### config.mk
export PLATFORM = sky130hd
export DESIGN_NAME = dcq_top
export DESIGN_NICKNAME = d
export VERILOG_FILES = /design/src/rtl/dcq_pkg.sv /design/src/rtl/dcq_persist.sv /design/src/rtl/dcq_settle.sv /design/src/rtl/dcq_top.sv
export SDC_FILE = /design/constraint.sdc
export NUM_CORES = 1
export LEC_CHECK = 0
export BUFFER_PORTS_ARGS = -buffer_cell sky130_fd_sc_hd__buf_4
export CAP_MARGIN = 20
export CORE_UTILIZATION = 55
export CTS_CLUSTER_SIZE = 12
export DETAILED_ROUTE_END_ITERATION = 12
export PLACE_DENSITY = 0.75
export SLEW_MARGIN = 20
export SYNTH_ARGS = -nofsm -noshare
export SYNTH_HDL_FRONTEND = slang
export SYNTH_SLANG_ARGS = --single-unit
### constraint.sdc
create_clock -name clk -period 5.3 [get_ports clk]
set_input_delay 0.53 -clock clk [delete_from_list [all_inputs] [get_ports clk]]
set_output_delay 0.53 -clock clk [all_outputs]
set_load 0.01 [all_outputs]
### src/rtl/dcq_pkg.sv
package dcq_pkg;
  typedef enum logic [1:0] {
    FC_NONE  = 2'b00,
    FC_OVER  = 2'b01,
    FC_SHORT = 2'b10
  } fcode_e;
endpackage

### src/rtl/dcq_persist.sv
// One persistence qualifier: counts consecutive cycles of a condition,
// saturates at the programmed delay and latches a fault until cleared.
module dcq_persist #(
  parameter int DLY_W = 16
) (
  input  logic             clk,
  input  logic             rst,
  input  logic             cond,
  input  logic [DLY_W-1:0] delay,
  input  logic             clr,
  output logic             lat_d
);
  localparam int CW = DLY_W + 1;

  logic [DLY_W-1:0] cnt_q;
  logic             lat_q;
  logic             hit;

  // qualifies on the cycle where this sample completes the run
  assign hit = cond && (({1'b0, cnt_q} + CW'(1)) >= {1'b0, delay});

  always_comb begin
    if (hit)
      lat_d = 1'b1;
    else if (clr && !cond)
      lat_d = 1'b0;
    else
      lat_d = lat_q;
  end

  always_ff @(posedge clk) begin
    if (rst) begin
      cnt_q <= '0;
      lat_q <= 1'b0;
    end else begin
      if (!cond)
        cnt_q <= '0;
      else if (cnt_q < delay)
        cnt_q <= cnt_q + DLY_W'(1);
      lat_q <= lat_d;
    end
  end
endmodule

### src/rtl/dcq_settle.sv
// Settle timer started by reset or a wake pulse.
module dcq_settle #(
  parameter int SETTLE_CYC = 1600
) (
  input  logic clk,
  input  logic rst,
  input  logic wake,
  output logic busy_d
);
  localparam int ST_W = $clog2(SETTLE_CYC + 2);

  logic [ST_W-1:0] st_q;
  logic [ST_W-1:0] st_d;

  always_comb begin
    if (wake)
      st_d = ST_W'(SETTLE_CYC);
    else if (st_q != '0)
      st_d = st_q - ST_W'(1);
    else
      st_d = '0;
  end

  assign busy_d = (st_d != '0);

  always_ff @(posedge clk) begin
    if (rst)
      st_q <= ST_W'(SETTLE_CYC);
    else
      st_q <= st_d;
  end
endmodule

### src/rtl/dcq_top.sv
module dcq_top #(
  parameter int DLY_W      = 16,
  parameter int SETTLE_CYC = 1600
) (
  input  logic             clk,
  input  logic             rst,
  input  logic             sc_flag,
  input  logic             oc_flag,
  input  logic [DLY_W-1:0] sc_delay,
  input  logic [DLY_W-1:0] oc_delay,
  input  logic             cfg_bad,
  input  logic             wake,
  input  logic             fault_clr,
  output logic             chg_en,
  output logic             dsg_en,
  output logic [1:0]       fault_code
);
  import dcq_pkg::*;

  localparam int NCH   = 2;
  localparam int CH_SC = 0;
  localparam int CH_OC = 1;

  logic [NCH-1:0]   cond_v;
  logic [DLY_W-1:0] dly_v [NCH];
  logic [NCH-1:0]   lat_d;
  logic             settle_d;
  logic             hold_d;
  fcode_e           code_d;

  assign cond_v[CH_SC] = sc_flag;
  assign cond_v[CH_OC] = oc_flag;
  assign dly_v[CH_SC]  = sc_delay;
  assign dly_v[CH_OC]  = oc_delay;

  generate
    for (genvar g = 0; g < NCH; g++) begin : g_ch
      dcq_persist #(.DLY_W(DLY_W)) u_q (
        .clk   (clk),
        .rst   (rst),
        .cond  (cond_v[g]),
        .delay (dly_v[g]),
        .clr   (fault_clr),
        .lat_d (lat_d[g])
      );
    end
  endgenerate

  dcq_settle #(.SETTLE_CYC(SETTLE_CYC)) u_settle (
    .clk    (clk),
    .rst    (rst),
    .wake   (wake),
    .busy_d (settle_d)
  );

  assign hold_d = settle_d | cfg_bad;

  always_comb begin
    if (lat_d[CH_SC])
      code_d = FC_SHORT;
    else if (lat_d[CH_OC])
      code_d = FC_OVER;
    else
      code_d = FC_NONE;
  end

  always_ff @(posedge clk) begin
    if (rst) begin
      chg_en     <= 1'b0;
      dsg_en     <= 1'b0;
      fault_code <= FC_NONE;
    end else begin
      chg_en     <= !hold_d;
      dsg_en     <= !hold_d && (lat_d == '0);
      fault_code <= code_d;
    end
  end
endmodule

; Yosys cells after proc, flatten, opt, wreduce, memory -nomap -nowiden
; Cells that the tools add are included.
[word_totals]
out_inout_bits = 4
inputBits = 39
wordCells = 43
register_bits = 49
[classes]
n_mux = 8
addsub = 5
n_reduce_logical = 14
magnitude_cmp = 4
bitwise_logic = 3
[ops]
columns = op, n
row1 = $add A16 B1 Y17 const B, 2
row2 = $ge A17 B16 Y1, 2
row3 = $add A16 B1 Y16 const B, 2
row4 = $lt A16 B16 Y1, 2
row5 = $mux W11, 2
row6 = $reduce_bool A11 Y1, 2
row7 = $sub A11 B1 Y11 const B, 1
row8 = $reduce_or A2 Y1, 3
row9 = $logic_and A1 B1 Y1, 5
row10 = $mux W1, 5
row11 = $logic_not A1 Y1, 3
row12 = $logic_not A2 Y1, 1
row13 = $mux W2, 1
row14 = $not A1 Y1, 2
row15 = $or A1 B1 Y1, 1

; Depth between registers and ports, before layout
[depth]
ltp_word = 7
mapped_depth = 13
mapped_depth_nobuf = 13

; Modules after synthesis
; From an unflattened synthesis, not the netlist that was laid out.
[unflattened]
hier_cells = 533
area_unflattened_um2 = 4458.0
[modules_own_cells]
columns = mod, seq_area_each_um2, area_per_inst_um2, n_inst, cells_each
row1 = dcq_persist, 340.3, 1873.0, 2, 227
row2 = dcq_settle, 220.2, 601.8, 1, 70
row3 = dcq_top, 80.1, 110.1, 1, 9

; Worst setup path after synthesis
; Ideal clock, no wire load.
[synth_timing]
path_kind = reg2reg
from = reg g_ch[0].u_q.cnt_q[0]
to = reg fault_code[0]
path_buffers = 0
path_stages_with_launch = 14
setup_ns = 0.080
t_arrival_ns = 2.916
required_ns = 5.220
setup_slack_ns = 2.304
synth_period_minus_slack_ns = 2.996
cell_sequence = dfxtp_1 > ha_1 > nand3_1 > nor2_1 > nand3_1 > nor2_1 > xor2_1 > ha_1 > and3_1 > a221o_1 > a41oi_1 > o41ai_1 > a21oi_1 > nor3b_1
[synth_via]
elab_chain_cells = 5
[synth_lines]
columns = item, line_no
row1 = from (decl), dcq_persist.sv:15  ; logic [DLY_W-1:0] cnt_q;
row2 = from (signal assigned), dcq_persist.sv:39  ; cnt_q <= cnt_q + DLY_W'(1);
row3 = $add A16 B1 Y17, dcq_persist.sv:20  ; assign hit = cond && (({1'b0, cnt_q} + CW'(1)) >= {1'b0, delay});
row4 = $ge A17 B16 Y1, dcq_persist.sv:20
row5 = $logic_and A1 B1 Y1, dcq_persist.sv:20
row6 = $mux W1, dcq_persist.sv:23  ; if (hit)
row7 = $reduce_or A2 Y1 (no line), -
row8 = to (signal assigned), dcq_top.sv:75  ; fault_code <= code_d;
row9 = to (decl), dcq_top.sv:16  ; output logic [1:0] fault_code
; Every way passes these cells.
; A chain may end at the register's enable or synchronous reset.

; Worst setup path after layout
[layout_timing]
from = reg g_ch[0].u_q.cnt_q[1]
to = reg fault_code[0]
; The elaborated chain is that of the path after synthesis.

==> results.toml <==
[critical_path]
crit_type = "flop to flop"
path_delay_family = "simple AND/OR/NAND/NOR gates"
path_buf_inv = 0
cpMaxStageDelayCell = "dfxtp_1"
critPathMaxFanout = 8
path_cells = "ha_1, nand3_1, nor2_1, nand3_1, nor2_1, xor2_1, ha_1, and3_1, a221o_1, a41oi_1, o41ai_1, a21oi_1, nor3b_1"
critPathArrivalTime_ns = 3.77
cp-start-kind = "flop"
reg2reg_to = "fault_code[0]$_SDFF_PP0_"
regToRegSetupSlack_ns = 1.77
worst_r2r_startpoint = "g_ch[0].u_q.cnt_q[1]$_SDFFE_PP0N_"
max_stage_delay_ns = 0.43
crit_path_end_kind = "flop"
worst_ep_required_time_ns = 5.54
reg2regPathDepth = 13

[timing]
rsz0062_at_grt = "no"
setup_viol = 0
whs_ns = 0.4436
layout_min_cycle_time_ns = 3.530
hold_viol = 0
worstMarginPinSlew_ns = 0.8764
slew_headroom = 0.4096
clock_skew_ns = 0.01832
fmax_ghz = 0.2833
finalCritPeriodShare = 0.6660
tns_ns = 0
slew_violations = 0

[drt]
routed_wl_um = 9616
drc = 0
routedWlPerCell_um = 14.59
antenna_left = 0
vias_per_cell = 5.980
detail_route.first_pass.iterations = 4
drt-initial-drc-count = 139
vias = 3941

[power_and_ir_drop]
powerDensity_nw_per_um2 = 171.9
pwr-share-seq = 0.456
clkPwrFrac = 0.398
p_sw_mw = 0.2138
power_frac_comb = 0.147
swShare = 0.2585
leakagePower_nw = 2.139
p_int_mw = 0.6132
vdd_drop_max_mv = 0.1313

[die]
dieHeight_um = 90.40
pin_count = 43
dieArea_um2 = 8172
design.core.area_um2 = 7408
rows = 31
die_w_um = 90.40
initial_utilization = 0.5801

[clock_tree]
cts_setup_buffers = 0
hold_buffers = 0
cts_buffer_depth = 2
cts_made_buffers = 5
path_clk_slew_ns = 0.11
ctsRootBufferMaster = "clkbuf_8"
cts.repair.resized = 0
cts_htree_levels = 2
numClockSinks = 48
cts_tree = "done"
clk_latency_ns = 0.33

[logic_synthesis]
yosys-top-cells-area = "dfxtp_1 22%, ha_1 20%, a21oi_1 5.0%"
synth_cell_type_count = 64
synth-main-ff-cell = "dfxtp_1"
syn_area_per_cell_um2 = 8.140
synth_area_um2 = 4298
synth_seq_cells = 48
synth_nets = 635
netlist.area_leader.share = 0.2236
async_reset_ff_frac = 0
yosysWarnings = 0
synth_edf_count = 0
seq_area_frac_synth = 0.2236
synth_cells = 528
synth_largest_area_cell = "dfxtp_1"

[global_route]
grt_pass1_wl_um = 16530
track_usage = 0.2413
grt_pass1_vias = 3718
grt_overflow = 0
grt_antenna_before_repair = 0
grt_start_max_net_pins = 33

[worst_hold_path]
min_to = "fault_code[1]$_SDFF_PP0_"
min_from = "rst"
hold_path_depth = 2
hold_path.class = "primary input to flop"

[cells_and_area]
fillers = 662
layout-drive-gt1-share = 0.1250
stdcell_count = 659
antenna_cells = 0
nets = 666
multiInputGateArea_um2 = 3109
final-seq-area_um2 = 960.9
syn_to_final_growth_pct = 11.97

[status]
status = "completed"

[placed_design]
post-place-cells = 651
portBuffers = 42
dp_hpwl_um = 7482
globalplace.congestion = 0.8447

[job]
cap_violations = 0
## layout by cell type (no fill, tap or decap), types with 6 or more instances in the layout
cell      instances
xnor2_1          20
nor2_1           30
a21oi_1          42
xor2_1           14
a21o_1            9
nor3_1            6
nand3_1          27
nand4_1           7
o41ai_1           8
buf_4            43
o31ai_1          23
nor2b_1           8
inv_1            42
and3_1            6
o21ai_0          18
nand2_1          34
dfxtp_1          48
nand2b_1          6
or4_1            20
ha_1             68
## area by class of cell
type / count / area share
multi-input cells: 419 / 0.6461
clock buffers: 5 / 0.01430
inverters: 42 / 0.03276
repair buffers: 43 / 0.06708
clock inverters: 3 / 0.01430
flip-flops and latches: 48 / 0.1997
well taps: 99 / 0.02574
## Yosys cell counts (2+ instances only)
cell / n
or4b_1: 2
o31ai_1: 23
o211ai_1: 5
o41ai_1: 8
nand4_1: 7
mux2i_1: 2
nor2_4: 2
buf_2: 5
o21a_1: 4
or4b_2: 3
o21ai_0: 18
a2111oi_0: 2
a31oi_1: 3
a31o_2: 2
a221o_1: 2
ha_1: 68
or2_1: 2
a21o_1: 9
nor3b_1: 4
nand3_2: 2
a21oi_1: 43
and3_1: 6
xor2_1: 14
nand3_1: 27
nand2_1: 34
a221oi_1: 2
xnor2_1: 20
nor3_1: 6
nor2_1: 30
or4_1: 20
nand2b_1: 6
nor4_1: 3
nand4b_1: 5
clkbuf_1: 13
o21ai_1: 2
nor2b_1: 8
dfxtp_1: 48
inv_1: 42
## power groups by stage
stage / clock network [mW] / registers (mW) / logic (mW)
after global placement: 0 / 0.385 / 0.116
after CTS: 0.334 / 0.377 / 0.121
after detailed placement: 0 / 0.385 / 0.121
final: 0.329 / 0.377 / 0.121
after global routing: 0.348 / 0.379 / 0.138
after floorplan: 0 / 0.380 / 0.0804
## metrics by stage
stage / power (mW) / setup WS [ns] / util / area, um2
2_1_floorplan: 0.4606 / 2.304 / - / 4298
3_3_place_gp: 0.5005 / 1.982 / 0.6300 / 4667
3_5_place_dp: 0.5057 / 1.825 / 0.6310 / 4674
4_1_cts: 0.8321 / 1.777 / 0.6496 / 4812
5_1_grt: 0.8651 / 1.438 / 0.6496 / 4812
6_report: 0.8270 / 1.770 / 0.6496 / 4812
## worst max-delay path by stage
stage	from	endpoint	slack, ns	cells past startpoint
final	g_ch[0].u_q.cnt_q[1]$_SDFFE_PP0N_	fault_code[0]$_SDFF_PP0_	1.77	13
after global routing	g_ch[0].u_q.cnt_q[0]$_SDFFE_PP0N_	fault_code[0]$_SDFF_PP0_	1.44	13
after CTS	g_ch[0].u_q.cnt_q[0]$_SDFFE_PP0N_	fault_code[0]$_SDFF_PP0_	1.78	13
after detailed placement	g_ch[0].u_q.cnt_q[0]$_SDFFE_PP0N_	fault_code[0]$_SDFF_PP0_	1.82	13
after global placement	g_ch[0].u_q.cnt_q[0]$_SDFFE_PP0N_	fault_code[0]$_SDFF_PP0_	1.98	13
after floorplan	g_ch[0].u_q.cnt_q[0]$_SDFFE_PP0N_	fault_code[0]$_SDFF_PP0_	2.30	13
## flip-flops by register name (all words and copies together) (netlist names)
register,cells
fault_code,2
chg_en,1
g_ch.u_q.lat_q,1
u_settle.st_q,11
g_ch.u_q.cnt_q,32
dsg_en,1
## per-layer routing
metal	vias to the layer above	track usage	wire, um
met5	-	0	0
met4	0	0.06183	104
met3	10	0.02694	244
met2	59	0.4338	4693
met1	1841	0.3050	4573
li1	2031	-	-
## cell families after synthesis
group | share of synthesized area
buf+inv | 0.05560
compound gates | 0.2105
fa+ha+maj | 0.1980
xor+xnor | 0.06929
mux | 0.004658
simple gates | 0.2384
flops | 0.2236
(Power assumes the default switching activity.)
